[src/rtl/mpy_ucode_pkg.sv]
package mpy_ucode_pkg;

  localparam int UADDR_W = 3;
  localparam int UDEPTH  = 5;

  typedef enum logic [1:0] {
    COND_ALWAYS = 2'b00,
    COND_START  = 2'b01,
    COND_LSB    = 2'b10,
    COND_CNTZ   = 2'b11
  } cond_e;

  typedef struct packed {
    logic [UADDR_W-1:0] addr_t;   // taken when condition true
    logic [UADDR_W-1:0] addr_f;   // taken otherwise
    cond_e              cond;
    logic               init;     // clear acc and carry, preset counter
    logic               add;      // acc += mcand, carry captured
    logic               clr_c;    // clear carry
    logic               shift;    // {carry,acc,mplier} >> 1, counter - 1
  } uword_t;

  localparam logic [UADDR_W-1:0] UA_IDLE  = 3'd0;
  localparam logic [UADDR_W-1:0] UA_INIT  = 3'd1;
  localparam logic [UADDR_W-1:0] UA_TEST  = 3'd2;
  localparam logic [UADDR_W-1:0] UA_ADD   = 3'd3;
  localparam logic [UADDR_W-1:0] UA_SHIFT = 3'd4;

  function automatic uword_t ucode_word(input logic [UADDR_W-1:0] a);
    uword_t w;
    w = '{addr_t: UA_IDLE, addr_f: UA_IDLE, cond: COND_ALWAYS,
          init: 1'b0, add: 1'b0, clr_c: 1'b0, shift: 1'b0};
    case (a)
      UA_IDLE:  begin w.addr_t = UA_INIT;  w.addr_f = UA_IDLE;  w.cond = COND_START; end
      UA_INIT:  begin w.addr_f = UA_TEST;  w.init = 1'b1; end
      UA_TEST:  begin w.addr_t = UA_ADD;   w.addr_f = UA_SHIFT; w.cond = COND_LSB; end
      UA_ADD:   begin w.addr_f = UA_SHIFT; w.add = 1'b1; end
      UA_SHIFT: begin w.addr_t = UA_IDLE;  w.addr_f = UA_TEST;  w.cond = COND_CNTZ;
                      w.clr_c = 1'b1; w.shift = 1'b1; end
      default:  w.addr_f = UA_IDLE;
    endcase
    return w;
  endfunction

endpackage

[src/rtl/mpy_ctrl_store.sv]
module mpy_ctrl_store
  import mpy_ucode_pkg::*;
(
  input  logic [UADDR_W-1:0] uaddr,
  output uword_t             word
);
  always_comb word = ucode_word(uaddr);
endmodule

[src/rtl/mpy_sequencer.sv]
module mpy_sequencer
  import mpy_ucode_pkg::*;
(
  input  logic               clk,
  input  logic               rst,
  input  uword_t             word,
  input  logic               start,
  input  logic               lsb,
  input  logic               cnt_zero,
  output logic [UADDR_W-1:0] uaddr
);
  logic               take;
  logic [UADDR_W-1:0] uaddr_nx;

  always_comb begin
    case (word.cond)
      COND_START: take = start;
      COND_LSB:   take = lsb;
      COND_CNTZ:  take = cnt_zero;
      default:    take = 1'b0;
    endcase
    uaddr_nx = take ? word.addr_t : word.addr_f;
  end

  always_ff @(posedge clk) begin
    if (rst) uaddr <= UA_IDLE;
    else     uaddr <= uaddr_nx;
  end
endmodule

[src/rtl/mpy_datapath.sv]
module mpy_datapath #(
  parameter int WIDTH = 4
) (
  input  logic               clk,
  input  logic               rst,
  input  logic [WIDTH-1:0]   din,
  input  logic               ld_mcand,
  input  logic               ld_mplier,
  input  logic               do_init,
  input  logic               do_add,
  input  logic               do_clr_c,
  input  logic               do_shift,
  output logic [2*WIDTH-1:0] product,
  output logic               lsb,
  output logic               cnt_zero
);
  localparam int CW = (WIDTH < 2) ? 1 : $clog2(WIDTH);
  localparam logic [CW-1:0] CNT_PRESET = CW'(WIDTH - 1);

  logic [WIDTH-1:0] mcand_q, acc_q, mplier_q;
  logic             carry_q;
  logic [CW-1:0]    cnt_q;

  function automatic logic [WIDTH:0] add_step(input logic [WIDTH-1:0] a,
                                              input logic [WIDTH-1:0] b);
    return {1'b0, a} + {1'b0, b};
  endfunction

  function automatic logic [2*WIDTH:0] shift_step(input logic c,
                                                  input logic [WIDTH-1:0] a,
                                                  input logic [WIDTH-1:0] q);
    return {1'b0, c, a, q[WIDTH-1:1]};
  endfunction

  always_ff @(posedge clk) begin
    if (rst) begin
      mcand_q  <= '0;
      acc_q    <= '0;
      mplier_q <= '0;
      carry_q  <= 1'b0;
      cnt_q    <= '0;
    end else begin
      if (ld_mcand)  mcand_q  <= din;
      if (ld_mplier) mplier_q <= din;
      if (do_init) begin
        carry_q <= 1'b0;
        acc_q   <= '0;
        cnt_q   <= CNT_PRESET;
      end
      if (do_add)   {carry_q, acc_q} <= add_step(acc_q, mcand_q);
      if (do_clr_c) carry_q <= 1'b0;
      if (do_shift) begin
        {carry_q, acc_q, mplier_q} <= shift_step(carry_q, acc_q, mplier_q);
        cnt_q <= cnt_q - 1'b1;
      end
    end
  end

  assign product  = {acc_q, mplier_q};
  assign lsb      = mplier_q[0];
  assign cnt_zero = (cnt_q == '0);
endmodule

[src/rtl/mpy_micro_top.sv]
module mpy_micro_top
  import mpy_ucode_pkg::*;
#(
  parameter int WIDTH = 4
) (
  input  logic               clk,
  input  logic               rst,
  input  logic               start_i,
  input  logic               ld_mcand_i,
  input  logic               ld_mplier_i,
  input  logic [WIDTH-1:0]   din_i,
  output logic [2*WIDTH-1:0] product_o,
  output logic               idle_o
);
  logic [UADDR_W-1:0] uaddr;
  uword_t             uword;
  logic               lsb, cnt_zero;
  logic               do_init, do_add, do_clr_c, do_shift;

  mpy_ctrl_store i_store (.uaddr(uaddr), .word(uword));

  mpy_sequencer i_seq (
    .clk(clk), .rst(rst), .word(uword), .start(start_i),
    .lsb(lsb), .cnt_zero(cnt_zero), .uaddr(uaddr)
  );

  assign do_init  = uword.init;
  assign do_add   = uword.add;
  assign do_clr_c = uword.clr_c;
  assign do_shift = uword.shift;

  mpy_datapath #(.WIDTH(WIDTH)) i_dp (
    .clk(clk), .rst(rst), .din(din_i),
    .ld_mcand(ld_mcand_i), .ld_mplier(ld_mplier_i),
    .do_init(do_init), .do_add(do_add), .do_clr_c(do_clr_c), .do_shift(do_shift),
    .product(product_o), .lsb(lsb), .cnt_zero(cnt_zero)
  );

  assign idle_o = (uaddr == UA_IDLE);
endmodule

[config.mk]
export PLATFORM = sky130hd
export DESIGN_NAME = mpy_micro_top
export DESIGN_NICKNAME = d
export VERILOG_FILES = /design/src/rtl/mpy_ucode_pkg.sv /design/src/rtl/mpy_ctrl_store.sv /design/src/rtl/mpy_sequencer.sv /design/src/rtl/mpy_datapath.sv /design/src/rtl/mpy_micro_top.sv
export SDC_FILE = /design/constraint.sdc
export NUM_CORES = 1
export LEC_CHECK = 0
export CAP_MARGIN = 20
export CORE_MARGIN = 2
export CORE_UTILIZATION = 50
export CTS_CLUSTER_DIAMETER = 30
export CTS_CLUSTER_SIZE = 25
export DETAILED_ROUTE_END_ITERATION = 10
export PLACE_DENSITY = 0.8
export SLEW_MARGIN = 25
export SYNTH_ARGS = -nofsm -noshare
export SYNTH_HDL_FRONTEND = slang
export SYNTH_SLANG_ARGS = --single-unit
[constraint.sdc]
create_clock -name clk -period 1.66 [get_ports clk]
set_input_delay 0.498 -clock clk [delete_from_list [all_inputs] [get_ports clk]]
set_output_delay 0.498 -clock clk [all_outputs]
set_load 0.05 [all_outputs]
# == Word level (Yosys, flattened, before mapping) ==
# Index checks and enable logic that the tools add are counted.
# totals
memories,0
out_inout_bits,9
elab_cells,41
latchBits,0
in_bits,9
rom_bits,0
ff_bits,18
ram_bits,0
# classes
reduce_logical,9
n_lt_le_gt_ge,0
n_shift,0
n_mul,0
div,0
n_mux,17
add_sub_neg,2
n_eq_ne,7
bitwise,0
# op_table
cell,n
4-bit 2-to-1 mux,5
3-bit by 2-bit equality test with 1-bit output (second input constant),2
2-bit 2-to-1 mux,3
2-bit case mux with 3 select lines,1
3-bit case mux with 2 select lines,1
2-bit nonzero test,3
4-bit by 4-bit adder with 5-bit output,1
2-bit equality test (second input constant),2
1-bit 2-to-1 mux,4
2-bit case mux with 2 select lines,1
2-bit OR reduction,2
3-bit by 1-bit equality test with 1-bit output (second input constant),1
3-bit equality test (second input constant),1
3-bit zero test,1
3-bit 2-to-1 mux,1
1-bit case mux with 3 select lines,1
3-bit nonzero test,1
3-bit OR reduction,1
2-bit by 1-bit equality test with 1-bit output (second input constant),1
2-bit zero test,1
2-bit by 1-bit subtractor with 2-bit output (second input constant),1

# == Longest topological paths before layout ==
# depth
ltp_word,5
mapped_depth,7
mapped_depth_nobuf,7

# == By module ==
# From an unflattened synthesis, not the netlist that was laid out.
# unflattened
cells_unflattened,123
area_unflattened_um2,1073.5
# modules_own_cells
mod,cells_each,seq_area_each_um2,instances,area_per_inst_um2
mpy_datapath,90,300.3,1,802.0
mpy_sequencer,17,60.1,1,165.2
mpy_ctrl_store,15,0.0,1,96.3
mpy_micro_top,1,0.0,1,10.0

# == Least setup slack after synthesis ==
# OpenSTA, ideal clock, no wires.
# synth_path
kind,register -> output
startpoint,register i_seq.uaddr[0]
endpoint,output idle_o
slack_ns,-0.507
required_time_ns,1.162
arrival_time_ns,1.669
stages_incl_launch_ff,4
cell_sequence,dfxtp_1 > buf_6 > buf_2 > nor3_1
# synth_between
elab_chain_len,1
# synth_lines
item,line,source
start: declaration,mpy_sequencer.sv:10,output logic [UADDR_W-1:0] uaddr
start signal: assignment,mpy_sequencer.sv:27,else uaddr <= uaddr_nx;
3-bit zero test,mpy_micro_top.sv:39,assign idle_o = (uaddr == UA_IDLE);
end: declaration,mpy_micro_top.sv:13,output logic idle_o
# Every way passes these cells.

# == Worst setup path in the final report ==
# Same ends and word-level chain as after synthesis.

==> flow_summary.ini <==
[power]
p_per_area_mw_per_mm2 = 727
ir_worst_vdd_v = 0.000440
p_leak_nw = 0.561

[placement]
dp_hpwl_um = 1620
port_buffers = 17
routabilityCongestion = 0.895
placed_area_mm2 = 0.00128
pre_cts_ws_ns = 0.0442

[drt]
routed_wl_um = 2290
ant_nets = 0
viasPerCell = 5.58
drc = 0
first_pass_iters = 6
wire_per_inst_um = 14.3
drtIter0Drc = 28
vias = 892

[critical_path]
path_cells = nor3_4, buf_12
crit_fanout = 15
rr_worst_depth = 6
cp-start-kind = flop
critical_path.max_stage_delay_ns = 0.42
arrival_ns = 1.11
worst_path_max_delay_cell = dfxtp_2
end_kind = primary output
cp.required_ns = 1.16
worstSetupPathType = reg2out

[yosys]
synth.largest_area_cell = dfxtp_1
netlist_instances = 116
postSynthAreaPerCell_um2 = 8.68
synth_top_area_share_pct = 35.8
synth-seq-cells = 18
synthTopCellsByArea = dfxtp_1, mux2i_1, nor2_1
yosysWarnings = 0
async_reset_ff_share_pct = 0
synth_nets = 131
synth_top_flop_cell = dfxtp_1
synth_seq_area_share_pct = 35.8
synth-edff-count = 0
netlist_area_mm2 = 0.00101
synthDistinctLibCells = 35

[job]
maxCapViolCount = 0

[finish]
drive_gt1_share_pct = 21.8
n_antenna_cell = 0
utilization_pct = 70.3
nets = 149
syn_to_final_growth_pct = 34.2
fin_area_mm2 = 0.00135

[sta]
final.period_utilization_pct = 97.1
max_freq_mhz = 621
layout_setup_ws_ns = 0.0489
report.final.slew_viol_count = 0
fin_crit_ns = 1.61
slew_headroom_pct = 76.8
hold_viol = 0
setup_viol = 0
skew_ns = 0.00781
tightest_slew_ns = 0.348
setup_tns_ns = 0

[global_route]
gr-usage-met2_pct = 34.0
track_usage_pct = 19.2
grt_overflow_total = 0
grt_max_degree = 16
grt_pass1_vias = 838
grt_use_met1_pct = 23.1
grt_busiest_layer = met2
grt_antenna_before_repair = 0
grt_pass1_wl_um = 3570
grt_use_met3_pct = 4.29

[min_path]
hp-class = reg2reg
whs_path_depth = 2

[floorplan]
io-pin-count = 18
die_w_um = 48.9
rows = 16
start_util_pct = 52.4
die_area_mm2 = 0.00239
die_h_um = 48.9
coreArea_mm2 = 0.00192

[clock_tree]
cts_num_sinks = 18
cts_buffer_depth = 2
tritoncts = yes
insertion_delay_ns = 0.29
path_clk_slew_ns = 0.10
hold_buffers = 0
clockRootBuffer = clkbuf_4
cts_buffers = 3
htree_levels = 1

[status]
outcome = finished, final reports clean
==> worst max-delay path: cells and delay by family, from the launching register on <==
family	cells	cell delay [ns]
buffers and inverters	1	0.16
flip-flops	1	0.42
AND/OR/NAND/NOR	1	0.24
==> power breakdown <==
group          switching [mW]  internal (mW)
clock                   0.139          0.134
combinational           0.106          0.111
sequential             0.0375          0.455
==> cell type report <==
class,instances,area (um2)
multi-input cells,81,583
fillers,156,571
flip-flops and latches,18,370
inverters,8,30.0
repair buffers,22,298
clock buffers,4,36.3
well taps,27,33.8
==> sequential cells by signal, indices dropped and copies added (netlist names) <==
signal and count:
i_dp.carry_q 1, i_dp.mplier_q 4, i_dp.mcand_q 4, i_seq.uaddr 3, i_dp.acc_q 4, i_dp.cnt_q 2
==> path summary, 6_finish.rpt <==
check,from,endpoint,slack (ns)
setup / recovery,i_seq.uaddr[0],idle_o,0.05
hold / removal,i_dp.cnt_q[0],i_dp.cnt_q[0],0.51
hold reg to reg,i_dp.cnt_q[0],i_dp.cnt_q[0],0.51
setup reg to reg,i_dp.acc_q[0],i_dp.acc_q[2],0.07
==> cell usage after synthesis (all sizes together), types with 3 or more instances <==
cell / count
buf: 5
nand2: 3
ha: 5
a21oi: 7
nor3: 3
and2b: 3
inv: 8
a211oi: 5
dfxtp: 18
nor2: 19
clkbuf: 4
mux2i: 9
==> stage by stage <==
stage,std cells,hold slack [ns],power (mW)
after detailed placement,154,0.497,0.711
after global routing,160,0.546,1.03
after CTS,158,0.512,0.987
after floorplan,116,0.465,0.624
final,160,0.507,0.982
after global placement,154,0.476,0.704
==> cell families (layout without fill, tap and decap cells) <==
| kind of cell | count (synthesis) | after routing | synth area share [%] |
|---|---|---|---|
| DFF | 18 | 18 | 35.8 |
| adders and majority gates | 6 | 6 | 8.20 |
| and+or+nand+nor | 41 | 41 | 21.0 |
| muxes | 9 | 9 | 8.94 |
| AOI/OAI and AO/OA | 23 | 23 | 15.7 |
| buffers and inverters | 17 | 34 | 8.69 |
| xor gates and xnor gates | 2 | 2 | 1.74 |
==> cells in the final DEF (no fill, tap or decap), types with 2 or more instances in the layout <==
master / n
nor2_1: 19
dfxtp_1: 12
mux2i_1: 9
buf_12: 9
inv_1: 8
clkdlybuf4s50_1: 8
a21oi_1: 7
a211oi_1: 5
dfxtp_2: 5
buf_4: 5
ha_1: 4
nand2_1: 3
clkbuf_4: 3
nand2b_1: 2
nor3_1: 2
xnor2_1: 2
o22ai_1: 2
a222oi_1: 2
and2b_1: 2
nor3b_1: 2
a31oi_1: 2
nand3_1: 2
==> per-layer routing <==
layer	vias to the layer above	part of all wire, %
met4	0	0.61
met2	40	51
met5	-	0
met1	412	40
li1	438	-
met3	2	7.4
==> what timing repair did <==
action / 4_1_cts / 5_1_grt
resized for setup: 4 / 3
pin swaps: 1 / 4
endpoints found under the setup margin: 1 / 3
gates cloned: 0 / 0
buffers inserted: 0 / 2
endpoints found under the hold margin: 0 / 0
(Power assumes the default switching activity.)
